==> src/rtl/codec_reg_bridge_pkg.sv <==
`timescale 1ns/1ps
package codec_reg_bridge_pkg;
    localparam int IDX_W       = 7;
    localparam int BYTE_W      = 8;
    localparam int BANK_SIZE   = 28;
    localparam int FLAG_REG    = 9;
    localparam int TEST_LO     = 20;
    localparam int TEST_HI     = 21;
    localparam int RAMP_UP_BIT = 3;
    localparam int RAMP_DN_BIT = 2;
    localparam int WREQ_BIT    = 16;
    localparam int ADDR_LSB    = 8;
    localparam int IRQ_BIT     = 8;
    localparam int CMD_OFFSET  = 0;
    localparam int DATA_OFFSET = 4;

    function automatic logic [BYTE_W-1:0] reset_value(input int unsigned idx);
        case (idx)
            0:  return 8'h0c;  1: return 8'haa;  2: return 8'h78;  5: return 8'hff;
            6:  return 8'h03;  7: return 8'h51;  8: return 8'h3f;
            11, 12, 13, 14, 15, 16: return 8'h04;
            17, 18: return 8'h0a;
            22: return 8'hc0; 23: return 8'h34; 24: return 8'h07;
            25: return 8'h44; 26: return 8'h1f;
            default: return 8'h00;
        endcase
    endfunction

    function automatic logic reg_present(input logic [IDX_W-1:0] a);
        return (int'(a) < BANK_SIZE) && (int'(a) != TEST_LO) && (int'(a) != TEST_HI);
    endfunction
endpackage

==> src/rtl/crb_cmd_ctrl.sv <==
`timescale 1ns/1ps
module crb_cmd_ctrl
    import codec_reg_bridge_pkg::*;
#(
    parameter int BUSY_CYC = 4
) (
    input  logic              clk,
    input  logic              rst_n,
    input  logic              cmd_wr,
    input  logic              cmd_wreq,
    input  logic [IDX_W-1:0]  cmd_addr,
    input  logic [BYTE_W-1:0] cmd_data,
    output logic              accept,
    output logic              wr_stb,
    output logic              busy,
    output logic [IDX_W-1:0]  cur_addr,
    output logic [BYTE_W-1:0] cur_data
);
    localparam int CW = $clog2(BUSY_CYC + 1);

    typedef struct packed {
        logic [CW-1:0]     cnt;
        logic [IDX_W-1:0]  addr;
        logic [BYTE_W-1:0] data;
    } cmd_st_t;

    cmd_st_t st_d, st_q;

    always_comb begin
        st_d   = st_q;
        accept = cmd_wr && (st_q.cnt == '0);
        wr_stb = accept && cmd_wreq;
        if (accept) begin
            st_d.addr = cmd_addr;
            st_d.data = cmd_data;
        end
        if (wr_stb) begin
            st_d.cnt = CW'(BUSY_CYC);
        end else if (st_q.cnt != '0) begin
            st_d.cnt = st_q.cnt - 1'b1;
        end
    end

    always_ff @(posedge clk or negedge rst_n) begin
        if (!rst_n) st_q <= '0;
        else        st_q <= st_d;
    end

    assign busy     = (st_q.cnt != '0);
    assign cur_addr = st_q.addr;
    assign cur_data = st_q.data;
endmodule

==> src/rtl/crb_regbank.sv <==
`timescale 1ns/1ps
module crb_regbank
    import codec_reg_bridge_pkg::*;
(
    input  logic              clk,
    input  logic              rst_n,
    input  logic              wr_stb,
    input  logic [IDX_W-1:0]  wr_addr,
    input  logic [BYTE_W-1:0] wr_data,
    input  logic              up_evt,
    input  logic              dn_evt,
    input  logic [IDX_W-1:0]  rd_addr,
    output logic [BYTE_W-1:0] rd_view,
    output logic              flag_any
);
    typedef struct packed {
        logic [BANK_SIZE-1:0][BYTE_W-1:0] r;
    } bank_st_t;

    bank_st_t st_d, st_q;

    always_comb begin
        st_d = st_q;
        for (int i = 0; i < BANK_SIZE; i++) begin
            if (wr_stb && (wr_addr == IDX_W'(i)) && reg_present(wr_addr))
                st_d.r[i] = wr_data;
        end
        // hardware events win over a host write in the same cycle
        st_d.r[FLAG_REG][RAMP_UP_BIT] = st_d.r[FLAG_REG][RAMP_UP_BIT] | up_evt;
        st_d.r[FLAG_REG][RAMP_DN_BIT] = st_d.r[FLAG_REG][RAMP_DN_BIT] | dn_evt;
    end

    always_comb begin
        rd_view = '0;
        for (int i = 0; i < BANK_SIZE; i++) begin
            if ((rd_addr == IDX_W'(i)) && reg_present(rd_addr))
                rd_view = st_q.r[i];
        end
    end

    assign flag_any = |st_q.r[FLAG_REG];

    always_ff @(posedge clk or negedge rst_n) begin
        if (!rst_n) begin
            for (int i = 0; i < BANK_SIZE; i++) st_q.r[i] <= reset_value(i);
        end else begin
            st_q <= st_d;
        end
    end
endmodule

==> src/rtl/crb_read_pipe.sv <==
`timescale 1ns/1ps
module crb_read_pipe
    import codec_reg_bridge_pkg::*;
#(
    parameter int SETTLE_CYC = 6
) (
    input  logic              clk,
    input  logic              rst_n,
    input  logic              load,
    input  logic [BYTE_W-1:0] view,
    output logic [BYTE_W-1:0] rd_word
);
    localparam int CW = $clog2(SETTLE_CYC + 1);

    typedef struct packed {
        logic [CW-1:0]     cnt;
        logic [BYTE_W-1:0] word;
    } rd_st_t;

    rd_st_t st_d, st_q;

    always_comb begin
        st_d = st_q;
        if (load) begin
            st_d.cnt = CW'(SETTLE_CYC);
        end else begin
            if (st_q.cnt <= CW'(1)) st_d.word = view;
            if (st_q.cnt != '0)     st_d.cnt  = st_q.cnt - 1'b1;
        end
    end

    always_ff @(posedge clk or negedge rst_n) begin
        if (!rst_n) begin
            st_q.cnt  <= '0;
            st_q.word <= reset_value(0);
        end else begin
            st_q <= st_d;
        end
    end

    assign rd_word = st_q.word;
endmodule

==> src/rtl/codec_reg_bridge.sv <==
`timescale 1ns/1ps
module codec_reg_bridge
    import codec_reg_bridge_pkg::*;
#(
    parameter int HOST_AW    = 4,
    parameter int BUSY_CYC   = 4,
    parameter int SETTLE_CYC = 6
) (
    input  logic               clk,
    input  logic               rst_n,
    input  logic               host_wr,
    input  logic [HOST_AW-1:0] host_addr,
    input  logic [31:0]        host_wdata,
    output logic [31:0]        host_rdata,
    input  logic               ramp_up_evt,
    input  logic               ramp_dn_evt,
    output logic               irq
);
    logic              sel_cmd, sel_dat;
    logic              accept_w, wr_stb_w, busy_w;
    logic [IDX_W-1:0]  cur_addr_w;
    logic [BYTE_W-1:0] cur_data_w, view_w, rd_word_w;

    assign sel_cmd = (host_addr == HOST_AW'(CMD_OFFSET));
    assign sel_dat = (host_addr == HOST_AW'(DATA_OFFSET));

    crb_cmd_ctrl #(.BUSY_CYC(BUSY_CYC)) cmd_i (
        .clk      (clk),
        .rst_n    (rst_n),
        .cmd_wr   (host_wr && sel_cmd),
        .cmd_wreq (host_wdata[WREQ_BIT]),
        .cmd_addr (host_wdata[ADDR_LSB +: IDX_W]),
        .cmd_data (host_wdata[BYTE_W-1:0]),
        .accept   (accept_w),
        .wr_stb   (wr_stb_w),
        .busy     (busy_w),
        .cur_addr (cur_addr_w),
        .cur_data (cur_data_w)
    );

    crb_regbank bank_i (
        .clk      (clk),
        .rst_n    (rst_n),
        .wr_stb   (wr_stb_w),
        .wr_addr  (host_wdata[ADDR_LSB +: IDX_W]),
        .wr_data  (host_wdata[BYTE_W-1:0]),
        .up_evt   (ramp_up_evt),
        .dn_evt   (ramp_dn_evt),
        .rd_addr  (cur_addr_w),
        .rd_view  (view_w),
        .flag_any (irq)
    );

    crb_read_pipe #(.SETTLE_CYC(SETTLE_CYC)) rdp_i (
        .clk     (clk),
        .rst_n   (rst_n),
        .load    (accept_w),
        .view    (view_w),
        .rd_word (rd_word_w)
    );

    always_comb begin
        host_rdata = '0;
        if (sel_cmd) begin
            host_rdata[WREQ_BIT]              = busy_w;
            host_rdata[ADDR_LSB +: IDX_W]     = cur_addr_w;
            host_rdata[BYTE_W-1:0]            = cur_data_w;
        end else if (sel_dat) begin
            host_rdata[IRQ_BIT]               = irq;
            host_rdata[BYTE_W-1:0]            = rd_word_w;
        end
    end
endmodule

==> config.mk <==
export PLATFORM = sky130hd
export DESIGN_NAME = codec_reg_bridge
export DESIGN_NICKNAME = d
export VERILOG_FILES = /design/src/rtl/codec_reg_bridge_pkg.sv /design/src/rtl/crb_cmd_ctrl.sv /design/src/rtl/crb_regbank.sv /design/src/rtl/crb_read_pipe.sv /design/src/rtl/codec_reg_bridge.sv
export SDC_FILE = /design/constraint.sdc
export NUM_CORES = 1
export LEC_CHECK = 0
export BUFFER_PORTS_ARGS = -buffer_cell sky130_fd_sc_hd__buf_2
export CAP_MARGIN = 30
export CELL_PAD_IN_SITES_DETAIL_PLACEMENT = 1
export CELL_PAD_IN_SITES_GLOBAL_PLACEMENT = 1
export CORE_ASPECT_RATIO = 0.9
export CORE_UTILIZATION = 52
export CTS_BUF_LIST = sky130_fd_sc_hd__clkbuf_8
export DETAILED_ROUTE_END_ITERATION = 10
export GPL_TIMING_DRIVEN = 0
export PLACE_DENSITY = 0.81
export SETUP_SLACK_MARGIN = 0.05
export SLEW_MARGIN = 20
export SYNTH_ARGS = -nofsm -noshare
export SYNTH_HDL_FRONTEND = slang
export SYNTH_SLANG_ARGS = --single-unit
==> constraint.sdc <==
create_clock -name clk -period 2.8 [get_ports clk]
set_input_delay 0.42 -clock clk [delete_from_list [all_inputs] [get_ports clk]]
set_output_delay 0.42 -clock clk [all_outputs]
set_load 0.01 [all_outputs]
==> results.ini, run 1 <==
[run_status]
status = completed

[drt]
drtIter0Drc = 656
drc = 0
num_vias = 8851
wl_um = 37930
viasPerCell = 6.309
first_pass_iters = 6
ant_nets = 0
wl_per_cell_um = 27.03

[pwr]
switching_power_mw = 3.766
combPwrFrac_pct = 31.3
total_power_mw = 10.33
pwr_density_cell_mw_per_mm2 = 748.9
p_seq_share_pct = 36.5
internal_power_mw = 6.568
power_frac_clock_pct = 32.2
power_switching_share_pct = 36.44
peakVddDrop_uv = 437.4
p_leak_nw = 6.508

[sta]
finalMaxSlewViolations = 0
fmax_mhz = 369.0
worst_pin_slew_ns = 1.007
hold_viol_final = 0
rsz0062_at_grt = false
finalCriticalPeriod_ns = 2.710
period_share_pct = 96.78
fin_skew_ns = 0.02666
setup_viol = 0
slew_headroom_pct = 32.28

[global_routing]
grt_remaining_overflow = 0
grt_max_degree = 102
grt_usage_pct = 33.01
antenna_found_initial = 0
grt_pass1_vias = 9606
grt_first_pass_wirelength_um = 58100

[yosys]
synth_cell_types = 68
syn_area_per_cell_um2 = 12.37
synthCells = 970
synth_edf_count = 0
netlist_area_mm2 = 0.01200
async_reset_ff_share_pct = 100.0
yosysSeqAreaShare_pct = 50.01
ys_warn_count = 0
synth_ff_type = dfrtp_1
synth-seq-cells = 237

[floorplanning]
ios = 74
fp.dieW_um = 162.1
die_y_um = 146.1
coreArea_mm2 = 0.02258
start_util_pct = 53.15
die_area_mm2 = 0.02369
num_rows = 52

[cells_and_area]
drive_gt1_share_pct = 44.30
antenna_cells = 0
fin_cells = 1403
syn_to_final_growth_pct = 14.98
fin_area_mm2 = 0.01380
final_util_pct = 61.12
final_cell_mix = mux2_2 (214), dfrtp_1 (178), dfstp_2 (56), clkbuf_8 (53), buf_2 (48)
final_common_cell = mux2_2
nets = 1122

[worst_hold_path]
min_path_type = in -> reg

[setup_path]
startpoint_type = register
crit_type = reg -> reg
cpPeakStageDelay_ns = 0.47
critPathSlowestCell = nor2b_1
crit_family = compound AO/OA/AOI/OAI gates
critPathCaptureType = register
path_max_fanout = 9
cp.required_ns = 3.23
path_buf_inv = 1
arrival_ns = 3.14
cp_cell_sequence = buf_2 -> nor2b_1 -> nand2_1 -> a211o_1 -> a22oi_1 -> a2111oi_2 -> a2111oi_0

[cts]
cts_tree = built
path_clk_slew_ns = 0.07
cts_made_buffers = 40
ctsHtreeMaxLevel = 2
clock-sinks = 237
cts_buffer_depth = 3
worstSkewPairLatency_ns = 0.56
root_buffer = clkbuf_8

[placed_design]
placed_cell_area_mm2 = 0.01271
gp_congestion = 0.9460
hpwl_um = 26590
place.port_buffers = 41
dp.cells = 1326

[run]
cap_violations = 0

## worst reg2reg max path, delay by kind of cell (launching register included)
kind | cells | cell delay (ns)
AOI/OAI and AO/OA | 4 | 1.14
buffers and inverters | 1 | 0.19
DFF | 1 | 0.36
and+or+nand+nor | 2 | 0.91
## cell families (layout without fill, tap and decap cells)
logic type | after synthesis | after routing | synth area share [%]
muxes | 271 | 271 | 26.55
DFF | 237 | 237 | 50.01
and+or+nand+nor | 215 | 215 | 10.25
AOI/OAI and AO/OA | 151 | 151 | 8.863
buffers and inverters | 88 | 209 | 3.639
adders and majority gates | 5 | 5 | 0.5213
xor gates and xnor gates | 2 | 2 | 0.1460
other | 1 | 16 | 0.03125
## sequential cells by signal, indices dropped and copies added, names as in the netlist
name and flops:
bank_i.st_q 208, cmd_i.cur_addr 7, cmd_i.cur_data 8, cmd_i.st_q 3, rdp_i.rd_word 8, rdp_i.st_q 3
## synthesized netlist by cell type (6+ instances only)
master | instances | share of area (%)
nor2_4 | 6 | 0.56
nand2_2 | 9 | 0.47
a211o_1 | 6 | 0.44
nand3_1 | 12 | 0.50
o22ai_1 | 16 | 0.83
o31ai_1 | 7 | 0.44
mux2_4 | 16 | 2.0
dfstp_2 | 56 | 12
o21ai_0 | 31 | 1.3
buf_2 | 16 | 0.67
nor2_1 | 32 | 1.0
mux2i_1 | 31 | 2.6
dfrtp_1 | 181 | 38
nor3b_1 | 14 | 0.88
nand2b_1 | 8 | 0.42
a22o_1 | 9 | 0.66
nor2b_1 | 18 | 0.94
a221oi_1 | 10 | 0.73
nor3_1 | 19 | 0.79
clkbuf_1 | 35 | 1.1
a21oi_1 | 23 | 0.96
nand2_1 | 49 | 1.5
mux2_2 | 214 | 20
buf_4 | 19 | 1.2
mux4_2 | 10 | 1.9
inv_1 | 12 | 0.38
or3_1 | 8 | 0.42
and2_1 | 10 | 0.52
## power by group through the flow
stage               Combinational [mW]  Sequential (mW)  Clock (mW)
floorplan                         1.87             3.74           0
global placement                  2.84             3.79           0
detailed placement                2.94             3.80           0
CTS                               3.08             3.75        3.35
global route                      3.40             3.79        3.50
finish                            3.23             3.78        3.33
## routing by layer
| metal | wire [µm] | global-route usage (%) |
|---|---|---|
| met1 | 16260 | 44.51 |
| met2 | 17730 | 52.36 |
| met3 | 2518 | 6.705 |
| met4 | 1423 | 13.07 |
| met5 | 0 | 0 |
## metrics by stage
stage | TNS [ns] | hold WS [ns] | worst slack [ns]
global route | 0 | 0.06926 | 0.03415
detailed placement | -20.38 | 0.3978 | -0.5960
finish | 0 | 0.06569 | 0.09013
floorplan | 0 | 0.1244 | 0.4633
global placement | -616.72 | 0.4787 | -2.916
CTS | 0 | 0.05380 | 0.05477
## worst paths after layout
| check | from | end | slack, ns | cells past startpoint |
|---|---|---|---|---|
| min in group asynchronous | rst_n | bank_i.st_q[39] | 0.40 | 2 |
| hold reg to reg | bank_i.st_q[23] | bank_i.st_q[23] | 0.50 | 1 |
| hold / removal | ramp_dn_evt | bank_i.st_q[74] | 0.07 | 2 |
| max in group asynchronous | rst_n | rdp_i.rd_word[3] | 1.48 | 3 |
| setup / recovery | cmd_i.cur_addr[2] | rdp_i.rd_word[7] | 0.09 | 7 |
| setup reg to reg | cmd_i.cur_addr[2] | rdp_i.rd_word[7] | 0.09 | 7 |
## repair_timing
action | in CTS | in global routing
hold buffers | 1 | 0
buffers inserted | 0 | 5
endpoints found under the hold margin | 38 | 0
pin swaps | 0 | 4
setup endpoints to repair | 194 | 191
resized for setup | 31 | 18
## final cells by class
type                            instances  area [µm²]
Timing Repair Buffer                   50       360.3
Clock buffer                           53       729.5
Clock inverter                         19       131.4
Inverter                               14       53.80
Buffer                                 73       427.9
Multi-Input combinational cell        660        5719
Fill cell                            2278        8778
Sequential cell                       237        6005
Tap cell                              297       371.6
Power figures use the tool's default switching activity.
==> inputs of run 2 (changes only) <==
--- a/config.mk
+++ b/config.mk
@@ -9,13 +9,11 @@
 export CAP_MARGIN = 30
 export CELL_PAD_IN_SITES_DETAIL_PLACEMENT = 1
 export CELL_PAD_IN_SITES_GLOBAL_PLACEMENT = 1
-export CORE_ASPECT_RATIO = 0.9
 export CORE_UTILIZATION = 52
 export CTS_BUF_LIST = sky130_fd_sc_hd__clkbuf_8
 export DETAILED_ROUTE_END_ITERATION = 10
 export GPL_TIMING_DRIVEN = 0
 export PLACE_DENSITY = 0.81
-export SETUP_SLACK_MARGIN = 0.05
 export SLEW_MARGIN = 20
 export SYNTH_ARGS = -nofsm -noshare
 export SYNTH_HDL_FRONTEND = slang
==> run 2 against run 1 <==
The run now ends with setup timing left. Largest power group unchanged. Clock power decreased by 9.0%. Clock skew increased by 0.0011 ns. Cell area decreased by 1.3%.
==> results.ini, run 2 (same netlist as run 1, synthesis figures left out) <==
[run_status]
status = complete, but fails checks
failed_checks = setup timing

[global_routing]
grt_remaining_overflow = 0  ; unchanged
grt_max_degree = 102  ; unchanged
busiest_layer = met2
antenna_found_initial = 0  ; unchanged
grt_usage_pct = 33.22  ; +0.21 points
grtUsageMet3_pct = 5.581  ; -1.1 points
grt_pass1_vias = 9489  ; -1.2%
grt_first_pass_wirelength_um = 58420  ; +0.55%
grt.met2_usage_pct = 53.94  ; +1.6 points
use_met1_pct = 43.67  ; -0.84 points

[setup_path]
timing.rr.end = rdp_i.rd_word[4]
path_buf_inv = 1  ; unchanged
cp_cell_sequence = or4b_4 -> or3_1 -> buf_1 -> o22ai_1 -> o21ai_0 -> a221oi_2 -> o21ai_0
critPathSlowestCell = or4b_4
r2r_start = cmd_i.cur_addr[5]
cpPeakStageDelay_ns = 0.62  ; +0.15 ns
cp.required_ns = 3.20  ; -0.03 ns
crit_type = reg -> reg
path_max_fanout = 8  ; -1
crit_family = simple AND/OR/NAND/NOR gates
r2r_cells = 7  ; unchanged
startpoint_type = register
critPathCaptureType = register
arrival_ns = 3.20  ; +0.06 ns
rrSetupSlack_ns = -0.004  ; -0.09 ns
crit_top_cell = o21ai_0

[sta]
setup_viol = 1  ; +1
rsz0062_at_grt = true
fin_skew_ns = 0.02779  ; +0.001131 ns
period_share_pct = 100.1  ; +3.3 points
slew_headroom_pct = 33.69  ; +1.4 points
layout_setup_ws_ns = -0.003609  ; -0.09374 ns
fmax_mhz = 356.7  ; -3.3%
worst_pin_slew_ns = 0.9808  ; -0.02565 ns
finalMaxSlewViolations = 0  ; unchanged
hold_viol_final = 0  ; unchanged
finalCriticalPeriod_ns = 2.804  ; +0.09374 ns

[placed_design]
hpwl_um = 26490  ; -0.37%
place_ws_ns = -0.4566  ; +0.1394 ns
gp_congestion = 0.9135  ; -3.4%
place.port_buffers = 41  ; unchanged
placed_cell_area_mm2 = 0.01269  ; -0.12%

[worst_hold_path]
min_path_type = in -> reg
holdPathEnd = bank_i.st_q[74]
hp-start = ramp_dn_evt
min_path_cells = 2  ; unchanged

[cells_and_area]
final_util_pct = 60.14  ; -0.98 points
final_cell_mix = mux2_2 (214), dfrtp_1 (180), dfstp_2 (56), clkbuf_8 (49)
syn_to_final_growth_pct = 13.46
top_register = bank_i.st_q
fin_area_mm2 = 0.01362  ; -1.3%
nets = 1120  ; -0.18%
drive_gt1_share_pct = 43.12  ; -1.2 points
final_common_cell = mux2_2
num-fill-cells = 2307  ; +1.3%
largest_register_ffs = 208  ; unchanged
antenna_cells = 0  ; unchanged

[drt]
viasPerCell = 6.400  ; +1.4%
num_vias = 8889  ; +0.43%
wl_um = 37800  ; -0.34%
first_pass_iters = 7  ; +1
wl_per_cell_um = 27.21  ; +0.66%
ant_nets = 0  ; unchanged
drtIter0Drc = 817  ; +25%
drc = 0  ; unchanged

[floorplanning]
num_rows = 55  ; +5.8%
die_area_mm2 = 0.02369  ; about the same
coreArea_mm2 = 0.02264  ; +0.28%
fp.dieW_um = 153.9  ; -5.1%
start_util_pct = 53.00  ; -0.15 points
ios = 74  ; unchanged
die_y_um = 153.9  ; +5.3%

[cts]
cts_buffer_depth = 3  ; unchanged
root_buffer = clkbuf_8
worstSkewPairLatency_ns = 0.56  ; about the same
path_clk_slew_ns = 0.06  ; about the same
ctsHtreeMaxLevel = 2  ; unchanged
cts_tree = built
cts_made_buffers = 41  ; +2.5%
clock-sinks = 237  ; unchanged

[pwr]
combPwrFrac_pct = 32.1  ; +0.8 points
internal_power_mw = 6.249  ; -4.9%
p_seq_share_pct = 37.6  ; +1.1 points
pwr_density_cell_mw_per_mm2 = 734.3  ; -2.0%
power_switching_share_pct = 37.49  ; +1.1 points
p_leak_nw = 6.446  ; -0.96%
power_frac_clock_pct = 30.3  ; -1.9 points
switching_power_mw = 3.748  ; -0.45%
peakVddDrop_uv = 421.9  ; -3.5%

[run]
cap_violations = 0  ; unchanged

run 2: area by class of cell:
class,count,area (µm²),area share [%]
tap,285,356.6,2.619
clock buffer,49,674.4,4.953
timing repair buffer,46,305.3,2.242
inverter,14,53.80,0.3951
buffer,74,429.2,3.152
sequential,237,6002,44.08
multi-input combinational,660,5698,41.85
clock inverter,24,96.34,0.7076
run 2: how the worst max path moves through the flow:
| stage | slack, ns | depth (start not counted) | startpoint | end |
|---|---|---|---|---|
| finish | -0.004 | 7 | cmd_i.cur_addr[5] | rdp_i.rd_word[4] |
| detailed placement | -0.46 | 8 | cmd_i.cur_addr[1] | rdp_i.rd_word[2] |
| global route | -0.04 | 6 | cmd_i.cur_addr[5] | rdp_i.rd_word[7] |
| floorplan | 0.46 | 11 | cmd_i.st_q[15] | bank_i.st_q[216] |
| CTS | 0.02 | 7 | cmd_i.cur_addr[5] | rdp_i.rd_word[4] |
| global placement | -2.91 | 1 | rst_n | bank_i.st_q[75] |
run 2: stage by stage:
step,hold WS (ns),TNS [ns],power (mW),instances
6_report,0.08093,-0.003609,9.998,1389
5_1_grt,0.08274,-0.07750,10.37,1389
4_1_cts,0.07030,0,9.860,1388
3_5_place_dp,0.3635,-18.44,6.723,1314
3_3_place_gp,0.4786,-615.11,6.638,1311
2_1_floorplan,0.1244,0,5.618,985
run 2: repair_timing:
action / in CTS / in global routing
gates cloned: 0 / 0
endpoints found under the hold margin: 44 / 0
hold buffers: 1 / 0
pin swaps: 0 / 2
endpoints found under the setup margin: 72 / 62
setup buffers: 0 / 1
resized for setup: 30 / 13
run 2: power groups by stage:
stage	logic [mW]	clock network, mW	registers (mW)
global placement	2.85	0	3.79
global route	3.38	3.21	3.78
floorplan	1.87	0	3.74
detailed placement	2.92	0	3.80
CTS	3.06	3.05	3.75
finish	3.21	3.03	3.76
run 2: layer usage:
layer | up-vias | share of wire [%]
li1 | 3770 | -
met5 | - | 0
met4 | 0 | 4.9
met2 | 387 | 48
met1 | 4613 | 42
met3 | 119 | 5.6
